[src/rtl/gpio_polirq_pkg.sv]
package gpio_polirq_pkg;
   localparam int unsigned ADDR_W = 5;

   typedef enum logic [ADDR_W-1:0] {
      OFS_LEVEL   = 5'h00,
      OFS_REFLVL  = 5'h04,
      OFS_ARM     = 5'h08,
      OFS_CORE    = 5'h0C,
      OFS_PENDING = 5'h10
   } reg_ofs_e;

   // bits selected by sel take val, others keep cur
   function automatic logic [31:0] merge_bits(input logic [31:0] cur,
                                              input logic [31:0] sel,
                                              input logic [31:0] val);
      return (cur & ~sel) | (val & sel);
   endfunction
endpackage

[src/rtl/gpio_polirq_sync.sv]
module gpio_polirq_sync #(
   parameter int unsigned WIDTH  = 16,
   parameter int unsigned STAGES = 2
) (
   input  logic             clk,
   input  logic             rst_n,
   input  logic [WIDTH-1:0] async_i,
   output logic [WIDTH-1:0] sync_o
);
   if (STAGES < 2) begin : g_bad_stages
      $error("gpio_polirq_sync: STAGES must be at least 2");
   end

   logic [WIDTH-1:0] chain_q [STAGES];

   for (genvar s = 0; s < STAGES; s++) begin : g_stage
      always_ff @(posedge clk or negedge rst_n) begin
         if (!rst_n) begin
            chain_q[s] <= '0;
         end else if (s == 0) begin
            chain_q[s] <= async_i;
         end else begin
            chain_q[s] <= chain_q[(s == 0) ? 0 : s-1];
         end
      end
   end

   assign sync_o = chain_q[STAGES-1];
endmodule

[src/rtl/gpio_polirq_regs.sv]
module gpio_polirq_regs
   import gpio_polirq_pkg::*;
#(
   parameter int unsigned N_LINES = 16,
   parameter int unsigned DATA_W  = 32
) (
   input  logic              clk,
   input  logic              rst_n,
   input  logic              wr_i,
   input  logic [ADDR_W-1:0] addr_i,
   input  logic [DATA_W-1:0] wdata_i,
   output logic [N_LINES-1:0] ref_q,
   output logic [N_LINES-1:0] arm_q,
   output logic [DATA_W-1:0] core_q
);
   localparam int unsigned HALF = DATA_W / 2;

   if (N_LINES > HALF) begin : g_bad_pack
      $error("gpio_polirq_regs: N_LINES must fit in half of DATA_W");
   end

   logic [N_LINES-1:0] sel_w, val_w;
   logic               wr_ref, wr_arm, wr_core;
   logic [31:0]        ref_nx, arm_nx;

   assign sel_w   = wdata_i[HALF +: N_LINES];
   assign val_w   = wdata_i[N_LINES-1:0];
   assign wr_ref  = wr_i && (addr_i == OFS_REFLVL);
   assign wr_arm  = wr_i && (addr_i == OFS_ARM);
   assign wr_core = wr_i && (addr_i == OFS_CORE);

   assign ref_nx = merge_bits(32'(ref_q), 32'(sel_w), 32'(val_w));
   assign arm_nx = merge_bits(32'(arm_q), 32'(sel_w), 32'(val_w));

   always_ff @(posedge clk or negedge rst_n) begin
      if (!rst_n) begin
         ref_q  <= '0;
         arm_q  <= '0;
         core_q <= '0;
      end else begin
         if (wr_ref)  ref_q  <= ref_nx[N_LINES-1:0];
         if (wr_arm)  arm_q  <= arm_nx[N_LINES-1:0];
         if (wr_core) core_q <= wdata_i;
      end
   end


   arm_hold_chk: assert property (@(posedge clk) disable iff (!rst_n)
      !wr_arm |=> $stable(arm_q));

   arm_mask_chk: assert property (@(posedge clk) disable iff (!rst_n)
      wr_arm |=> ((arm_q ^ $past(arm_q)) & ~$past(sel_w)) == '0);

   ref_hold_chk: assert property (@(posedge clk) disable iff (!rst_n)
      !wr_ref |=> $stable(ref_q));

   ref_mask_chk: assert property (@(posedge clk) disable iff (!rst_n)
      wr_ref |=> ((ref_q ^ $past(ref_q)) & ~$past(sel_w)) == '0);
endmodule

[src/rtl/gpio_polirq_match.sv]
module gpio_polirq_match #(
   parameter int unsigned N_LINES = 16,
   parameter bit          IRQ_REG = 1'b1
) (
   input  logic               clk,
   input  logic               rst_n,
   input  logic [N_LINES-1:0] level_i,
   input  logic [N_LINES-1:0] ref_i,
   input  logic [N_LINES-1:0] arm_i,
   input  logic               src_en_i,
   output logic [N_LINES-1:0] pending_o,
   output logic               irq_o
);
   logic any_w;

   for (genvar i = 0; i < N_LINES; i++) begin : g_line
      assign pending_o[i] = (level_i[i] ^ ref_i[i]) & arm_i[i];
   end

   assign any_w = src_en_i & (|pending_o);

   if (IRQ_REG) begin : g_irq_reg
      logic irq_q;
      always_ff @(posedge clk or negedge rst_n) begin
         if (!rst_n) irq_q <= 1'b0;
         else        irq_q <= any_w;
      end
      assign irq_o = irq_q;
   end else begin : g_irq_comb
      assign irq_o = any_w;
   end


   irq_follow_chk: assert property (@(posedge clk) disable iff (!rst_n)
      1'b1 |=> (irq_o == (IRQ_REG ? $past(src_en_i && pending_o != '0)
                                   : (src_en_i && pending_o != '0))));
endmodule

[src/rtl/gpio_polirq.sv]
module gpio_polirq
   import gpio_polirq_pkg::*;
#(
   parameter int unsigned N_LINES       = 16,
   parameter int unsigned DATA_W        = 32,
   parameter int unsigned SYNC_STAGES   = 2,
   parameter int unsigned CORE_GPIO_BIT = 0,
   parameter bit          IRQ_REG       = 1'b1
) (
   input  logic               clk,
   input  logic               rst_n,
   input  logic [N_LINES-1:0] gpio_in,
   input  logic               bus_en,
   input  logic               bus_we,
   input  logic [ADDR_W-1:0]  bus_addr,
   input  logic [DATA_W-1:0]  bus_wdata,
   output logic [DATA_W-1:0]  bus_rdata,
   output logic               irq_o
);
   localparam int unsigned PAD = DATA_W - N_LINES;

   if (CORE_GPIO_BIT >= DATA_W) begin : g_bad_bit
      $error("gpio_polirq: CORE_GPIO_BIT outside the core mask");
   end
   if (DATA_W != 32) begin : g_bad_width
      $error("gpio_polirq: DATA_W must be 32");
   end

   logic [N_LINES-1:0] level_w, ref_w, arm_w, pend_w;
   logic [DATA_W-1:0]  core_w;

   gpio_polirq_sync #(.WIDTH(N_LINES), .STAGES(SYNC_STAGES)) sync_i (
      .clk(clk), .rst_n(rst_n), .async_i(gpio_in), .sync_o(level_w));

   gpio_polirq_regs #(.N_LINES(N_LINES), .DATA_W(DATA_W)) regs_i (
      .clk(clk), .rst_n(rst_n), .wr_i(bus_en & bus_we), .addr_i(bus_addr),
      .wdata_i(bus_wdata), .ref_q(ref_w), .arm_q(arm_w), .core_q(core_w));

   gpio_polirq_match #(.N_LINES(N_LINES), .IRQ_REG(IRQ_REG)) match_i (
      .clk(clk), .rst_n(rst_n), .level_i(level_w), .ref_i(ref_w),
      .arm_i(arm_w), .src_en_i(core_w[CORE_GPIO_BIT]),
      .pending_o(pend_w), .irq_o(irq_o));

   always_comb begin
      case (bus_addr)
         OFS_LEVEL:   bus_rdata = {{PAD{1'b0}}, level_w};
         OFS_REFLVL:  bus_rdata = {{PAD{1'b0}}, ref_w};
         OFS_ARM:     bus_rdata = {{PAD{1'b0}}, arm_w};
         OFS_CORE:    bus_rdata = core_w;
         OFS_PENDING: bus_rdata = {{PAD{1'b0}}, pend_w};
         default:     bus_rdata = '0;
      endcase
   end


   no_ghost_clear_chk: assert property (@(posedge clk) disable iff (!rst_n)
      ($stable(level_w) && $stable(ref_w) && $stable(arm_w)) |-> $stable(pend_w));
endmodule

[config.mk]
export PLATFORM = sky130hd
export DESIGN_NAME = gpio_polirq
export DESIGN_NICKNAME = d
export VERILOG_FILES = /design/src/rtl/gpio_polirq_pkg.sv /design/src/rtl/gpio_polirq_sync.sv /design/src/rtl/gpio_polirq_regs.sv /design/src/rtl/gpio_polirq_match.sv /design/src/rtl/gpio_polirq.sv
export SDC_FILE = /design/constraint.sdc
export NUM_CORES = 1
export LEC_CHECK = 0
export ABC_AREA = 1
export CORE_UTILIZATION = 28
export DETAILED_ROUTE_END_ITERATION = 10
export DONT_BUFFER_PORTS = 1
export PLACE_DENSITY_LB_ADDON = 0.3
export SKIP_CTS_REPAIR_TIMING = 1
export SKIP_LAST_GASP = 1
export SYNTH_ARGS = -nofsm -noshare
export SYNTH_HDL_FRONTEND = slang
export SYNTH_SLANG_ARGS = --single-unit
[constraint.sdc]
create_clock -name clk -period 1.4 [get_ports clk]
set_input_delay 0.07 -clock clk [delete_from_list [all_inputs] [get_ports clk]]
set_output_delay 0.07 -clock clk [all_outputs]
set_load 0.005 [all_outputs]
==> flow_summary_export.csv, run 1 <==
group,metric,value,unit
synth,yosysTopAreaCellShare,53.4,%
finish,stdcell_count,822,
floorplan,num_rows,46,
finish,layout.nets,659,
floorplan,core_area,15900,sq um
drt,route.detailed.drc,0,
status,status,"complete, but fails checks",
finish,drive_gt1_share,14.2,%
synth,synthTopCellsByArea,"dfrtp_1 53%, nand2_1 13%, nor2_1 5.9%",
setup_path,crit_fanout,3,
placement,portBuffers,0,
synth,synth_area_leader_cell,"dfrtp_1",
global_route,grt_pass1_vias,3443,
setup_path,endpoint_kind,"output pin",
synth,synth_cells,546,
sta,setup_viol,0,
finish,final_area,5640,sq um
sta,setup-tns-final,0,ns
finish,syn_to_final_growth,24.1,%
global_route,overflow,0,
sta,max-slew-margin-rel,72.8,%
placement,placed_area,4780,sq um
power_and_ir_drop,peakVddDrop,0.597,mV
synth,synth_cell_types,24,
synth,syn_area,4540,sq um
sta,tightest_slew,0.408,ns
drt,vias,3634,
drt,drt_iter0_drc,169,
synth,syn_avg_cell_area,8.32,sq um
sta,finalCriticalPeriod,1.35,ns
setup_path,start_kind,"flip-flop",
synth,synth_nets,603,
global_route,antenna_found_initial,0,
sta,finalClockSkew,0.00809,ns
finish,diodes,0,
clock_network,cts_tree,"built",
floorplan,die_h,129,um
sta,hold_viol,97,
drt,via_per_inst,4.42,
drt,dr.pass1.iters,5,
placement,placed_cells,756,
sta,drv_slew,0,
clock_network,path_clk_slew,0.06,ns
floorplan,io_pins,90,
power_and_ir_drop,p_total,6.40,mW
clock_network,clockBufferDepth,2,
synth,synth_seq_area_share,53.4,%
sta,holdWs,-0.577,ns
synth,yosysWarnings,0,
drt,routedWlPerCell,14.3,um
clock_network,cts_buffers,9,
sta,fin_crit_sh,96.6,%
drt,wl,11.8,mm
clock_network,cts_num_sinks,97,
job,maxCapViolCount,0,
setup_path,arrival,1.28,ns
placement,gp_congestion,0.733,
clock_network,cts-root-buf,"clkbuf_16",
floorplan,die_area,16700,sq um
min_path,hp-class,"input port to async pin",
power_and_ir_drop,cellLeakagePower,2.67,nW
placement,dp_slack,0.0925,ns
global_route,grt_pass1_wl,18.2,mm
sta,rsz0062_at_grt,"true",
clock_network,h-tree-depth,3,
global_route,track_usage,14.8,%
setup_path,crit_type,"flip-flop to output pin",
floorplan,fp.dieW,129,um
synth,ys_ff_latch,97,
setup_path,required,1.33,ns
sta,post-route-worst-setup-slack,0.0474,ns
power_and_ir_drop,pwr_density_cell,1130,nW/um^2
sta,max_freq,739,MHz
clock_network,clkLatencyLatePin,0.34,ns
finish,utilization,35.5,%
floorplan,start_util,28.6,%
global_route,grt_max_degree,98,
status,violations,"negative hold slack",
drt,antenna_left,0,
placement,dp_hpwl,7.92,mm
[power by group]
part | leakage, nW | switching (mW) | internal [mW] | total [mW]
logic | 1.32 | 0.338 | 0.282 | 0.620
clock network | 0.158 | 1.03 | 1.57 | 2.60
registers | 1.19 | 0.130 | 3.05 | 3.18
total | 2.67 | 1.50 | 4.90 | 6.40
[cell usage after synthesis, drive strengths merged]
cell type and number:
nand2 156, dfrtp 97, nor2 89, inv 72, o21ai 63, a21oi 32
nand3 21, buf 13, clkbuf 1, nand4 1, o22ai 1
[path summary, 6_finish.rpt]
check                      cells past startpoint  slack [ns]               end
setup / recovery                               6        0.05     bus_rdata[10]
hold / removal                                 0       -0.58  sync_i.sync_o[4]
setup reg to reg                               3        0.19         flip-flop
hold reg to reg                                0        0.35  sync_i.sync_o[5]
max in group asynchronous                      0        1.79         async pin
min in group clk                               3        0.19  regs_i.core_q[1]
[cell type report]
class                      instances  area, sq um
fill                            1660        10200
sequential                        97         2430
multi-input combinational        363         1760
timing repair buffer              59          593
clock buffer                      13          280
inverter                          72          273
tap                              216          270
clock inverter                     2         35.0
[worst max-delay path, cell delays in order (launching register included)]
cell and delay (ns):
dfrtp_1 0.39, inv_1 0.08, nand2_1 0.05, nand3_1 0.09, nor2_1 0.06, a21oi_1 0.15
nand3_2 0.13
[cells by family after synthesis]
logic type,after synthesis,share of synthesized area (%)
AND/OR/NAND/NOR,267,25.0
flip-flops,97,53.4
AO/OA/AOI/OAI,96,13.1
buffers and inverters,86,8.54
[layout by cell type, fill, tap and decap left out, types with 9 or more instances in the layout]
cell type	count
dlygate4sd3_1	50
nand2_1	154
inv_1	67
o21ai_1	22
nor2_1	72
nand3_1	14
nor2_2	13
o21ai_0	27
o21ai_2	14
a21oi_1	16
dfrtp_1	97
a21oi_2	16
clkbuf_16	9
[per-layer routing]
| layer | track usage, % | wire, um |
|---|---|---|
| met1 | 19.0 | 5370 |
| met2 | 23.7 | 5460 |
| met5 | 0 | 0 |
| met4 | 5.74 | 265 |
| met3 | 4.13 | 692 |
Power figures use the tool's default switching activity.
==> inputs of run 2 (changes only) <==
Settings changed: REMOVE_ABC_BUFFERS set to 1, SLEW_MARGIN set to 10.
==> run 2 against run 1 <==
The flow still finishes with violations (negative hold slack). Clock-buffer cell count down 2. Largest cell class unchanged. Final cell count up 1.1%. Critical path type unchanged. Via count up 0.77%. Sequential power about the same.
==> flow_summary_export.csv, run 2 (synthesis results as in run 1) <==
group,metric,value,unit
global_route,grt_pass1_wl,18.4,mm
job,maxCapViolCount,0,
drt,drt_iter0_drc,119,
finish,nFillCells,1651,
global_route,overflow,0,
drt,vias,3662,
sta,setup-tns-final,0,ns
status,status,"complete, but fails checks",
setup_path,cp_num_cells,6,
setup_path,endpoint_kind,"output pin",
drt,routedWlPerCell,14.8,um
floorplan,die_area,16700,sq um
clock_network,cts_num_sinks,97,
finish,regArea,2430,sq um
floorplan,core_area,15900,sq um
drt,via_per_inst,4.41,
setup_path,critPathSlowestCell,"dfrtp_1",
finish,diodes,0,
floorplan,fp.dieW,129,um
clock_network,cts_buffers,9,
clock_network,clkLatencyLatePin,0.35,ns
min_path,hp-class,"input port to async pin",
floorplan,num_rows,46,
drt,antenna_left,0,
setup_path,critPathMaxStageDelay,0.39,ns
finish,syn_to_final_growth,25.4,%
sta,finalClockSkew,0.00767,ns
floorplan,start_util,28.6,%
setup_path,cp_top_family,"simple AND/OR/NAND/NOR gates",
setup_path,required,1.33,ns
sta,fin_crit_sh,95.0,%
floorplan,die_h,129,um
finish,mostFrequentLayoutCells,"153 x nand2_1, 97 x dfrtp_1, 69 x nor2_1",
global_route,track_usage,15.2,%
drt,dr.pass1.iters,5,
sta,drv_slew,0,
drt,route.detailed.drc,0,
clock_network,h-tree-depth,3,
clock_network,clockBufferDepth,2,
finish,layout_commonest_cell,"nand2_1",
finish,multi_input_area,1780,sq um
sta,max-slew-margin-rel,65.7,%
power_and_ir_drop,p_total,6.37,mW
global_route,antenna_found_initial,0,
finish,drive_gt1_share,16.6,%
sta,finalCriticalPeriod,1.33,ns
sta,tightest_slew,0.513,ns
finish,layout.nets,667,
setup_path,reg2regPathDepth,9,
sta,max_freq,752,MHz
clock_network,path_clk_slew,0.07,ns
clock_network,cts-root-buf,"clkbuf_16",
sta,hold_viol,97,
power_and_ir_drop,peakVddDrop,0.864,mV
global_route,grt_max_degree,98,
setup_path,start_kind,"flip-flop",
power_and_ir_drop,cellLeakagePower,2.67,nW
sta,holdWs,-0.584,ns
global_route,grt_pass1_vias,3344,
setup_path,crit_path_cell_trace,"inv_1 -> nand2_1 -> nand3_2 -> nor2_1 -> nor2_1 -> nand2_1",
power_and_ir_drop,pwr_density_cell,1120,nW/um^2
floorplan,io_pins,90,
setup_path,arrival,1.26,ns
sta,setup_viol,0,
setup_path,crit_type,"flip-flop to output pin",
placement,dp_hpwl,7.99,mm
placement,gp_congestion,0.767,
clock_network,cts_tree,"built",
placement,portBuffers,0,
setup_path,crit_fanout,3,
setup_path,worst-path-buf-inv,1,
drt,wl,12.3,mm
status,violations,"negative hold slack",
## run 2: per-layer routing
layer	share of wire, %	GRT usage (%)
met5	0	0
met2	49	25.3
met4	2.6	6.09
met1	43	18.5
met3	5.2	4.54
## run 2: final cells by class
| class | instances | area share [%] |
|---|---|---|
| clock buffers | 11 | 4.26 |
| clock inverters | 5 | 1.10 |
| inverters | 72 | 4.79 |
| multi-input cells | 363 | 31.2 |
| flip-flops and latches | 97 | 42.6 |
| well taps | 216 | 4.74 |
| repair buffers | 67 | 11.3 |
## run 2: final timing paths
| check | startpoint | end | slack, ns |
|---|---|---|---|
| setup / recovery | flip-flop | bus_rdata[8] | 0.07 |
| hold / removal | rst_n | regs_i.core_q[23] | -0.58 |
| setup reg to reg | flip-flop | match_i.irq_o | 0.18 |
| hold reg to reg | sync_i.chain_q[16] | sync_i.sync_o[0] | 0.35 |
| max in group asynchronous | rst_n | regs_i.core_q[26] | 1.81 |
| min in group clk | bus_addr[2] | flip-flop | 0.20 |
## run 2: worst register-to-register path, delay by kind of cell, from the launching register on
| family | cells | cell delay (ns) |
|---|---|---|
| buffers and inverters | 2 | 0.20 |
| flip-flops | 1 | 0.41 |
| AND/OR/NAND/NOR | 7 | 0.51 |
## run 2: through the flow
step / hold slack [ns] / utilization (%) / worst slack [ns] / instances / cell area (sq um)
final: -0.584 / 35.9 / 0.0705 / 831 / 5700
after detailed placement: -0.222 / 30.1 / 0.117 / 758 / 4790
after floorplan: -0.226 / - / -0.239 / 532 / 4430
after global routing: -0.620 / 35.9 / -0.00746 / 831 / 5700
after CTS: -0.611 / 32.1 / 0.0345 / 774 / 5090
after global placement: -0.223 / 30.1 / 0.161 / 758 / 4790
## run 2: where the power goes
group	switching [mW]	total [mW]	internal, mW
clock network	1.09	2.53	1.44
logic	0.345	0.647	0.301
registers	0.139	3.19	3.05
total	1.57	6.37	4.79
